--- src/rtl/sm3s_pkg.sv ---
package sm3s_pkg;

   typedef enum logic [1:0] {
      OP_G1_PAR = 2'd0,
      OP_G1_MAJ = 2'd1,
      OP_G2_PAR = 2'd2,
      OP_G2_CHO = 2'd3
   } sm3s_op_e;

   typedef enum logic [1:0] {
      BF_PAR = 2'd0,
      BF_MAJ = 2'd1,
      BF_CHO = 2'd2
   } sm3s_bf_e;

endpackage

--- src/rtl/sm3s_boolfn.sv ---
module sm3s_boolfn #(
   parameter int W = 32
) (
   input  sm3s_pkg::sm3s_bf_e sel,
   input  logic [W-1:0]       x,
   input  logic [W-1:0]       y,
   input  logic [W-1:0]       z,
   output logic [W-1:0]       f
);
   import sm3s_pkg::*;

   always_comb begin
      unique case (sel)
         BF_MAJ:  f = (x & y) | (x & z) | (y & z);
         BF_CHO:  f = (x & y) | (~x & z);
         default: f = x ^ y ^ z;
      endcase
   end
endmodule

--- src/rtl/sm3s_round.sv ---
module sm3s_round #(
   parameter int W         = 32,
   parameter int LANES     = 4,
   parameter int IDX_W     = 2,
   parameter int R_G1_D3   = 20,
   parameter int R_G1_D2   = 23,
   parameter int R_G2_D2   = 13,
   parameter int R_MIX_A   = 9,
   parameter int R_MIX_B   = 17
) (
   input  sm3s_pkg::sm3s_op_e           op,
   input  logic [IDX_W-1:0]             widx,
   input  logic [LANES-1:0][W-1:0]      d,
   input  logic [LANES-1:0][W-1:0]      n,
   input  logic [LANES-1:0][W-1:0]      m,
   output logic [LANES-1:0][W-1:0]      q
);
   import sm3s_pkg::*;

   localparam int TOP = LANES - 1;

   function automatic logic [W-1:0] rotr(input logic [W-1:0] v, input int unsigned r);
      return (v >> r) | (v << (W - r));
   endfunction

   sm3s_bf_e     bf_sel;
   logic [W-1:0] f_val;
   logic [W-1:0] base_sum;
   logic [W-1:0] g1_sum;
   logic [W-1:0] g2_pre;
   logic [W-1:0] g2_sum;
   logic         second_grp;

   // variant group is carried by the opcode high bit
   assign second_grp = op[1];

   always_comb begin
      unique case (op)
         OP_G1_MAJ: bf_sel = BF_MAJ;
         OP_G2_CHO: bf_sel = BF_CHO;
         default:   bf_sel = BF_PAR;
      endcase
   end

   sm3s_boolfn #(.W(W)) u_bf (
      .sel (bf_sel),
      .x   (d[TOP]),
      .y   (d[TOP-1]),
      .z   (d[TOP-2]),
      .f   (f_val)
   );

   assign base_sum = f_val + d[0] + m[widx];
   assign g1_sum   = base_sum + (n[TOP] ^ rotr(d[TOP], R_G1_D3));
   assign g2_pre   = base_sum + n[TOP];
   assign g2_sum   = g2_pre ^ rotr(g2_pre, W - R_MIX_A) ^ rotr(g2_pre, W - R_MIX_B);

   always_comb begin
      q[0]     = d[1];
      q[1]     = second_grp ? rotr(d[2], R_G2_D2) : rotr(d[2], R_G1_D2);
      q[2]     = d[TOP];
      q[TOP]   = second_grp ? g2_sum : g1_sum;
   end
endmodule

--- src/rtl/sm3s_ss1.sv ---
module sm3s_ss1 #(
   parameter int W      = 32,
   parameter int LANES  = 4,
   parameter int R_IN   = 20,
   parameter int R_OUT  = 25
) (
   input  logic [LANES-1:0][W-1:0] n,
   input  logic [LANES-1:0][W-1:0] m,
   input  logic [LANES-1:0][W-1:0] a,
   output logic [LANES-1:0][W-1:0] q
);
   localparam int TOP = LANES - 1;

   function automatic logic [W-1:0] rotr(input logic [W-1:0] v, input int unsigned r);
      return (v >> r) | (v << (W - r));
   endfunction

   logic [W-1:0] acc;

   assign acc    = rotr(n[TOP], R_IN) + m[TOP] + a[TOP];
   assign q[TOP] = rotr(acc, R_OUT);

   for (genvar k = 0; k < TOP; k++) begin : g_zero_lane
      assign q[k] = '0;
   end
endmodule

--- src/rtl/sm3_step_unit.sv ---
module sm3_step_unit #(
   parameter int W     = 32,
   parameter int LANES = 4
) (
   input  logic                 clk,
   input  logic                 rst_n,
   input  logic                 in_valid,
   input  logic                 mode_ss1,
   input  logic [1:0]           opcode,
   input  logic [$clog2(LANES)-1:0] widx,
   input  logic [LANES*W-1:0]   d_in,
   input  logic [LANES*W-1:0]   n_in,
   input  logic [LANES*W-1:0]   m_in,
   input  logic [LANES*W-1:0]   a_in,
   output logic                 out_valid,
   output logic [LANES*W-1:0]   q_out
);
   import sm3s_pkg::*;

   localparam int IDX_W = $clog2(LANES);
   localparam int VEC_W = LANES * W;

   if (W != 32) begin : g_bad_width
      $error("sm3_step_unit: lane width must be 32");
   end
   if (LANES != 4) begin : g_bad_lanes
      $error("sm3_step_unit: lane count must be 4");
   end

   logic [LANES-1:0][W-1:0] d_v, n_v, m_v, a_v;
   logic [LANES-1:0][W-1:0] rnd_q, ss1_q, nxt_q;
   sm3s_op_e                op_e;

   assign d_v  = d_in;
   assign n_v  = n_in;
   assign m_v  = m_in;
   assign a_v  = a_in;
   assign op_e = sm3s_op_e'(opcode);

   sm3s_round #(.W(W), .LANES(LANES), .IDX_W(IDX_W)) u_round (
      .op   (op_e),
      .widx (widx),
      .d    (d_v),
      .n    (n_v),
      .m    (m_v),
      .q    (rnd_q)
   );

   sm3s_ss1 #(.W(W), .LANES(LANES)) u_ss1 (
      .n (n_v),
      .m (m_v),
      .a (a_v),
      .q (ss1_q)
   );

   assign nxt_q = mode_ss1 ? ss1_q : rnd_q;

   always_ff @(posedge clk) begin
      if (!rst_n) begin
         out_valid <= 1'b0;
         q_out     <= '0;
      end else begin
         out_valid <= in_valid;
         if (in_valid) q_out <= VEC_W'(nxt_q);
      end
   end


   valid_follow_chk: assert property (@(posedge clk) disable iff (!rst_n)
      in_valid |=> out_valid);

   valid_idle_chk: assert property (@(posedge clk) disable iff (!rst_n)
      !in_valid |=> (!out_valid && $stable(q_out)));

   ss1_low_zero_chk: assert property (@(posedge clk) disable iff (!rst_n)
      (in_valid && mode_ss1) |=> (q_out[3*W-1:0] == '0));

   lane_shift_chk: assert property (@(posedge clk) disable iff (!rst_n)
      (in_valid && !mode_ss1) |=>
         (q_out[W-1:0] == $past(d_in[2*W-1:W]) &&
          q_out[3*W-1:2*W] == $past(d_in[4*W-1:3*W])));
endmodule

--- config.mk ---
export PLATFORM = sky130hd
export DESIGN_NAME = sm3_step_unit
export DESIGN_NICKNAME = d
export VERILOG_FILES = /design/src/rtl/sm3s_pkg.sv /design/src/rtl/sm3s_boolfn.sv /design/src/rtl/sm3s_round.sv /design/src/rtl/sm3s_ss1.sv /design/src/rtl/sm3_step_unit.sv
export SDC_FILE = /design/constraint.sdc
export NUM_CORES = 1
export LEC_CHECK = 0
export BUFFER_PORTS_ARGS = -buffer_cell sky130_fd_sc_hd__buf_4
export CAP_MARGIN = 20
export CORE_AREA = 3 3 248 250
export CTS_BUF_LIST = sky130_fd_sc_hd__clkbuf_4
export DETAILED_ROUTE_END_ITERATION = 7
export DIE_AREA = 0 0 251 253
export SKIP_LAST_GASP = 1
export SLEW_MARGIN = 5
export SYNTH_ARGS = -nofsm -noshare
export SYNTH_HDL_FRONTEND = slang
export SYNTH_SLANG_ARGS = --single-unit
--- constraint.sdc ---
create_clock -name clk -period 6.4 [get_ports clk]
set_input_delay 0.32 -clock clk [delete_from_list [all_inputs] [get_ports clk]]
set_output_delay 0.32 -clock clk [all_outputs]
set_load 0.03 [all_outputs]
Word level (Yosys, flattened, before mapping) --
Index checks and enable logic that the tools add are counted.
Word-level totals: input port bits 520, register bits 129, output and inout port bits 129
Operators by class: $add $sub $neg 6, equality and inequality tests 4, bitwise logic cells 20, order comparisons 1, muxes and demuxes 7
Operators with widths (number):
- adder 32 bit | 6
- XOR 32 bit | 5
- bitwise AND 32 bit | 4
- two-way mux 128 bit | 1
- two-way mux 32 bit | 3
- bitwise OR 32 bit | 3
- binary-select mux 32 bit (select 2 bit) | 1
- bitwise OR 12 x 32 -> 32 bit | 2
- bitwise OR 9 x 32 -> 32 bit | 2
- one-hot mux 32 bit (2 select lines) | 1
- NOT 32 bit | 1
- bitwise OR 17 x 32 -> 32 bit | 1
- bitwise OR 19 x 32 -> 32 bit | 1
- bitwise OR 7 x 32 -> 32 bit | 1
- == test 2 x 1 -> 1 bit, second input constant | 2
- == test 2 bit, second input constant | 2
- one-hot mux 2 bit (2 select lines) | 1
- < comparator 2 x 3 -> 1 bit, second input constant | 1

Logic depth before layout (Yosys ltp) --
depth in word-level cells 12, gate-level depth with buffers 31, depth with buffers taken out 29

Cells and area by module --
Synthesis repeated with hierarchy kept, for this count alone.
Second synthesis, totals: cell total of the unflattened synthesis 2177, area total of the unflattened synthesis 19002.0 sq um
Modules (own cells, without submodules):
- sm3s_round | sequential area each 0.0 sq um, cells each 973, times used 1, area each 8144.1 sq um
- sm3_step_unit | sequential area each 2582.5 sq um, cells each 570, times used 1, area each 5609.1 sq um
- sm3s_ss1 | sequential area each 0.0 sq um, cells each 360, times used 1, area each 2972.9 sq um
- sm3s_boolfn | sequential area each 0.0 sq um, cells each 274, times used 1, area each 2275.9 sq um

Least setup slack after synthesis --
No wires, ideal clock.
path type in2reg, start input port widx[0], end register q_out[98], library setup time 117 ps, path slack 14 ps, required time 6283 ps, cell stages on the path 25, arrival time 6268 ps, cell sequence clkbuf_1 > buf_1 > mux4_2 > fa_1 > ha_1 > a21o_1 > a21o_1 > a2111oi_2 > o31ai_1 > nand3_1 > nand2_1 > a21o_1 > a21oi_1 > xnor2_1 > ha_1 > buf_2 > nand4_1 > nor2_1 > nand4_1 > a211oi_2 > o21ai_2 > xnor2_2 > xnor3_1 > a211o_1 > a32o_1
Between the ends: word-level cells in the longest chain between the ends 9, elaborated cells on any way between the ends 11
Ends and longest elaborated chain:
- from (decl) | RTL line sm3_step_unit.sv:10 | input logic [$clog2(LANES)-1:0] widx,
- binary-select mux 32 bit (select 2 bit) (*) | RTL line sm3s_round.sv:53 | assign base_sum = f_val + d[0] + m[widx];
- two-way mux 32 bit (implied by the code) (*) | RTL line sm3s_round.sv:53
- adder 32 bit (*) | RTL line sm3s_round.sv:53
- adder 32 bit | RTL line sm3s_round.sv:55 | assign g2_pre = base_sum + n[TOP];
- bitwise OR 9 x 32 -> 32 bit | RTL line sm3s_round.sv:23 | return (v >> r) | (v << (W - r));
- XOR 32 bit (2 in a row) | RTL line sm3s_round.sv:56 | assign g2_sum = g2_pre ^ rotr(g2_pre, W - R_MIX_A) ^ rotr(g2_pre, W - R_MIX_B);
- two-way mux 32 bit (*) | RTL line sm3s_round.sv:62 | q[TOP] = second_grp ? g2_sum : g1_sum;
- two-way mux 128 bit (*) | RTL line sm3_step_unit.sv:56 | assign nxt_q = mode_ss1 ? ss1_q : rnd_q;
- to (signal assigned) | RTL line sm3_step_unit.sv:64 | if (in_valid) q_out <= VEC_W'(nxt_q);
- to (decl) | RTL line sm3_step_unit.sv:16 | output logic [LANES*W-1:0] q_out
Every way passes the cells marked *; elsewhere a longest branch is shown, timed or not. The select of a mux whose other input is x is not followed. A chain may end at the register's enable or synchronous reset.

Worst setup path after layout --
start input port d_in[104], end register q_out[106]
Between the ends: word-level cells in the longest chain between the ends 11, elaborated cells on any way between the ends 19
Ends and longest elaborated chain:
- from (decl) | RTL line sm3_step_unit.sv:11 | input logic [LANES*W-1:0] d_in,
- bitwise AND 32 bit, or another cell as far along | RTL line sm3s_boolfn.sv:14, sm3s_boolfn.sv:15
- bitwise OR 32 bit / bitwise AND 32 bit (equally long branches) | RTL line sm3s_boolfn.sv:14, sm3s_boolfn.sv:15
- bitwise OR 32 bit, on equally long branches | RTL line sm3s_boolfn.sv:14, sm3s_boolfn.sv:15
- one-hot mux 32 bit (2 select lines) (*) | RTL line sm3s_boolfn.sv:13 | unique case (sel)
- adder 32 bit (*) (2 in a row) | RTL line sm3s_round.sv:53
- adder 32 bit | RTL line sm3s_round.sv:55
- XOR 32 bit / bitwise OR 17 x 32 -> 32 bit (equally long branches) | RTL line sm3s_round.sv:56, sm3s_round.sv:23
- XOR 32 bit | RTL line sm3s_round.sv:56
- two-way mux 32 bit (*) | RTL line sm3s_round.sv:62
- two-way mux 128 bit (*) | RTL line sm3_step_unit.sv:56
Every way passes the cells marked *; elsewhere a longest branch is shown, timed or not.

==> reports/results.ini <==
[floorplanning]
die_y_um = 253
die_x_um = 251
row_count = 89
initial_utilization = 0.2706
ios = 649
core_area_sq_um = 59240
dieArea_sq_um = 63500

[cts]
clock_latency_ns = 0.68
numCtsBuffers = 17
clockBufferDepth = 2
root_buffer = clkbuf_4
cts_max_level = 4
clk_pin_slew_ns = 0.15
cts.sink_count = 129
cts_tree = yes

[pwr]
power.switching_mw = 6.706
pwr-share-seq = 0.071
p_leak_nw = 11.19
vdd_drop_max_v = 0.0004442
combPwrFrac = 0.878
swShare = 0.4922
intPower_mw = 6.918
p_clk_frac = 0.051
power_density_nw_per_um2 = 588.9

[worst_setup_path]
crit_family = compound AO/OA/AOI/OAI gates
worst-setup-path-type = input pin to flip-flop
path_buf_inv = 9
r2r_start = q_out[108]
crit_arrival_ns = 6.80
crit_top_cell = buf_4
crit_path_max_fanout = 6
worst_path_largest_cell_delay_ns = 0.53
ff2ff_setup_slack_ns = 5.34
cp.required_ns = 7.00
reg2regPathDepth = 3
worstReg2RegEnd = q_out[108]
endpoint_kind = flip-flop
cpMaxStageDelayCell = dlygate4sd3_1
crit_path_start_kind = input pin

[synthesis]
synthArstFlopShare = 0
synthCells = 1952
ys_ff_latch = 129
synth_edf_count = 0
synth.top_cells.by_count = 249 x a21oi_1, 200 x nor2_1, 151 x nand2_1
syn_area_sq_um = 16030
seq_area_frac_synth = 0.1611
synthTopCellsByArea = dfxtp_1 16%, fa_1 12%, ha_1 9.6%
synth_top_area_cell = dfxtp_1
synth.avg_cell_area_sq_um = 8.213
syn_nets = 2693
yosysWarnings = 0
synth_top_area_share = 0.1611
yosysMostFrequentCell = a21oi_1
synthFlopType = dfxtp_1
synth_cell_types = 82

[sta]
min_period_over_period = 0.9685
max-slew-margin-rel = 0.2856
setup_tns_ns = 0
worstMarginPinSlew_ns = 1.072
setup_slack_ns = 0.2013
min_period_ns = 6.199
final.setup_skew_ns = 0
fmax_mhz = 161.3
hold_viol = 0
final_max_slew_viol_count = 0
finalSetupViolCount = 0

[detailed_routing]
wire_per_inst_um = 24.79
drc = 0
via_per_inst = 5.168
ant_nets = 0
drt_iter0_drc = 1346
dr.pass1.iters = 5
vias = 18010
wl_um = 86360

[placement]
gp_congestion = 0.9554
dp_hpwl_um = 74070
io_buffer_count = 456
placed_cell_area_sq_um = 22700
place_ws_ns = -0.5684

[layout]
num-nets-final = 3434
design_area_sq_um = 23140
drive_gt1_frac = 0.3374
postLayoutCoreUtil = 0.3905
syn2layout_area_growth_pct = 44.31

[min_path]
min-delay-start = d_in[80]
whs_endpoint = q_out[35]
min_path_cells = 5
hold_class = input pin to flip-flop

[global_route]
grt_pass1_wl_um = 120200
grt-ovfl-total = 0
antenna_found_initial = 6
grt_max_degree = 100
grt_pass1_vias = 17780
grt_usage = 0.2615

[run_status]
status = finished, final reports clean

[job]
cap_violations = 0

[area by class of cell]
| class | count | area [sq um] |
|---|---|---|
| Inverter | 126 | 476.7 |
| Antenna cell | 5 | 12.51 |
| Clock buffer | 17 | 127.6 |
| Tap cell | 773 | 967.2 |
| Sequential cell | 129 | 2582 |
| Timing Repair Buffer | 806 | 6063 |
| Clock inverter | 15 | 192.7 |
| Fill cell | 6117 | 36110 |
| Multi-Input combinational cell | 1613 | 12710 |
[flip-flops by register name, summed over array words and instances (netlist names)]
| signal | cells |
|---|---|
| q_out | 128 |
| out_valid | 1 |
[layout by cell type (no fill, tap or decap), drive strengths merged, types with 50 or more instances in the layout]
| cell | instances |
|---|---|
| dfxtp | 129 |
| o21ai | 104 |
| xor2 | 87 |
| nand2 | 151 |
| ha | 123 |
| nor2 | 200 |
| a21oi | 253 |
| xnor2 | 116 |
| inv | 132 |
| nor3 | 67 |
| a21o | 50 |
| fa | 98 |
| buf | 801 |
[power by group through the flow]
stage                     combinational, mW  sequential [mW]  clock (mW)
after floorplan                        6.13             1.16           0
after global placement                 11.6            0.987           0
after detailed placement               11.6            0.987           0
after CTS                              11.7            0.970       0.702
after global routing                   12.8            0.981       0.729
final                                  12.0            0.974       0.690
[worst max path at each step]
stage,startpoint,endpoint,slack [ns],cells after the start
global route,d_in[104],q_out[96],-0.007,32
finish,d_in[104],q_out[106],0.20,30
CTS,d_in[98],q_out[106],0.15,29
floorplan,widx[0],q_out[98],0.01,25
detailed placement,d_in[98],q_out[98],-0.57,27
global placement,d_in[98],q_out[105],-0.54,31
[cells by family after synthesis]
group,after synthesis,synth area share
AO/OA/AOI/OAI,583,0.2364
AND/OR/NAND/NOR,532,0.1466
adder cells (fa/ha/maj),221,0.2184
buffers and inverters,210,0.04933
XOR/XNOR,206,0.1189
flip-flops,129,0.1611
multiplexers,71,0.06930
[routing by layer]
metal / track usage / vias up / share of wire
met3: 0.04776 / 71 / 0.066
met4: 0.07393 / 2 / 0.029
met5: 0 / - / 0.00014
met1: 0.3469 / 8799 / 0.44
met2: 0.4361 / 727 / 0.47
li1: - / 8407 / -
[worst reg2reg max path: stages, from the launching register on]
cell and delay, ns:
dfxtp_1 0.39, o2bb2ai_1 0.23, a221oi_1 0.26, nor2_1 0.07
[stage by stage]
step	power, mW	instances	hold WS, ns
4_1_cts	13.41	3479	0.007393
2_1_floorplan	7.289	1952	0.4641
6_report	13.62	3484	0.05597
5_1_grt	14.49	3484	0.007961
3_5_place_dp	12.61	3442	0.4543
3_3_place_gp	12.62	3442	0.4518
[repair_timing]
action | 4_1_cts | 5_1_grt
buffers inserted | 0 | 0
endpoints found under the setup margin | 0 | 16
hold buffers | 5 | 0
resized for setup | 0 | 10
hold endpoints to repair | 13 | 0
(Power assumes the default switching activity.)
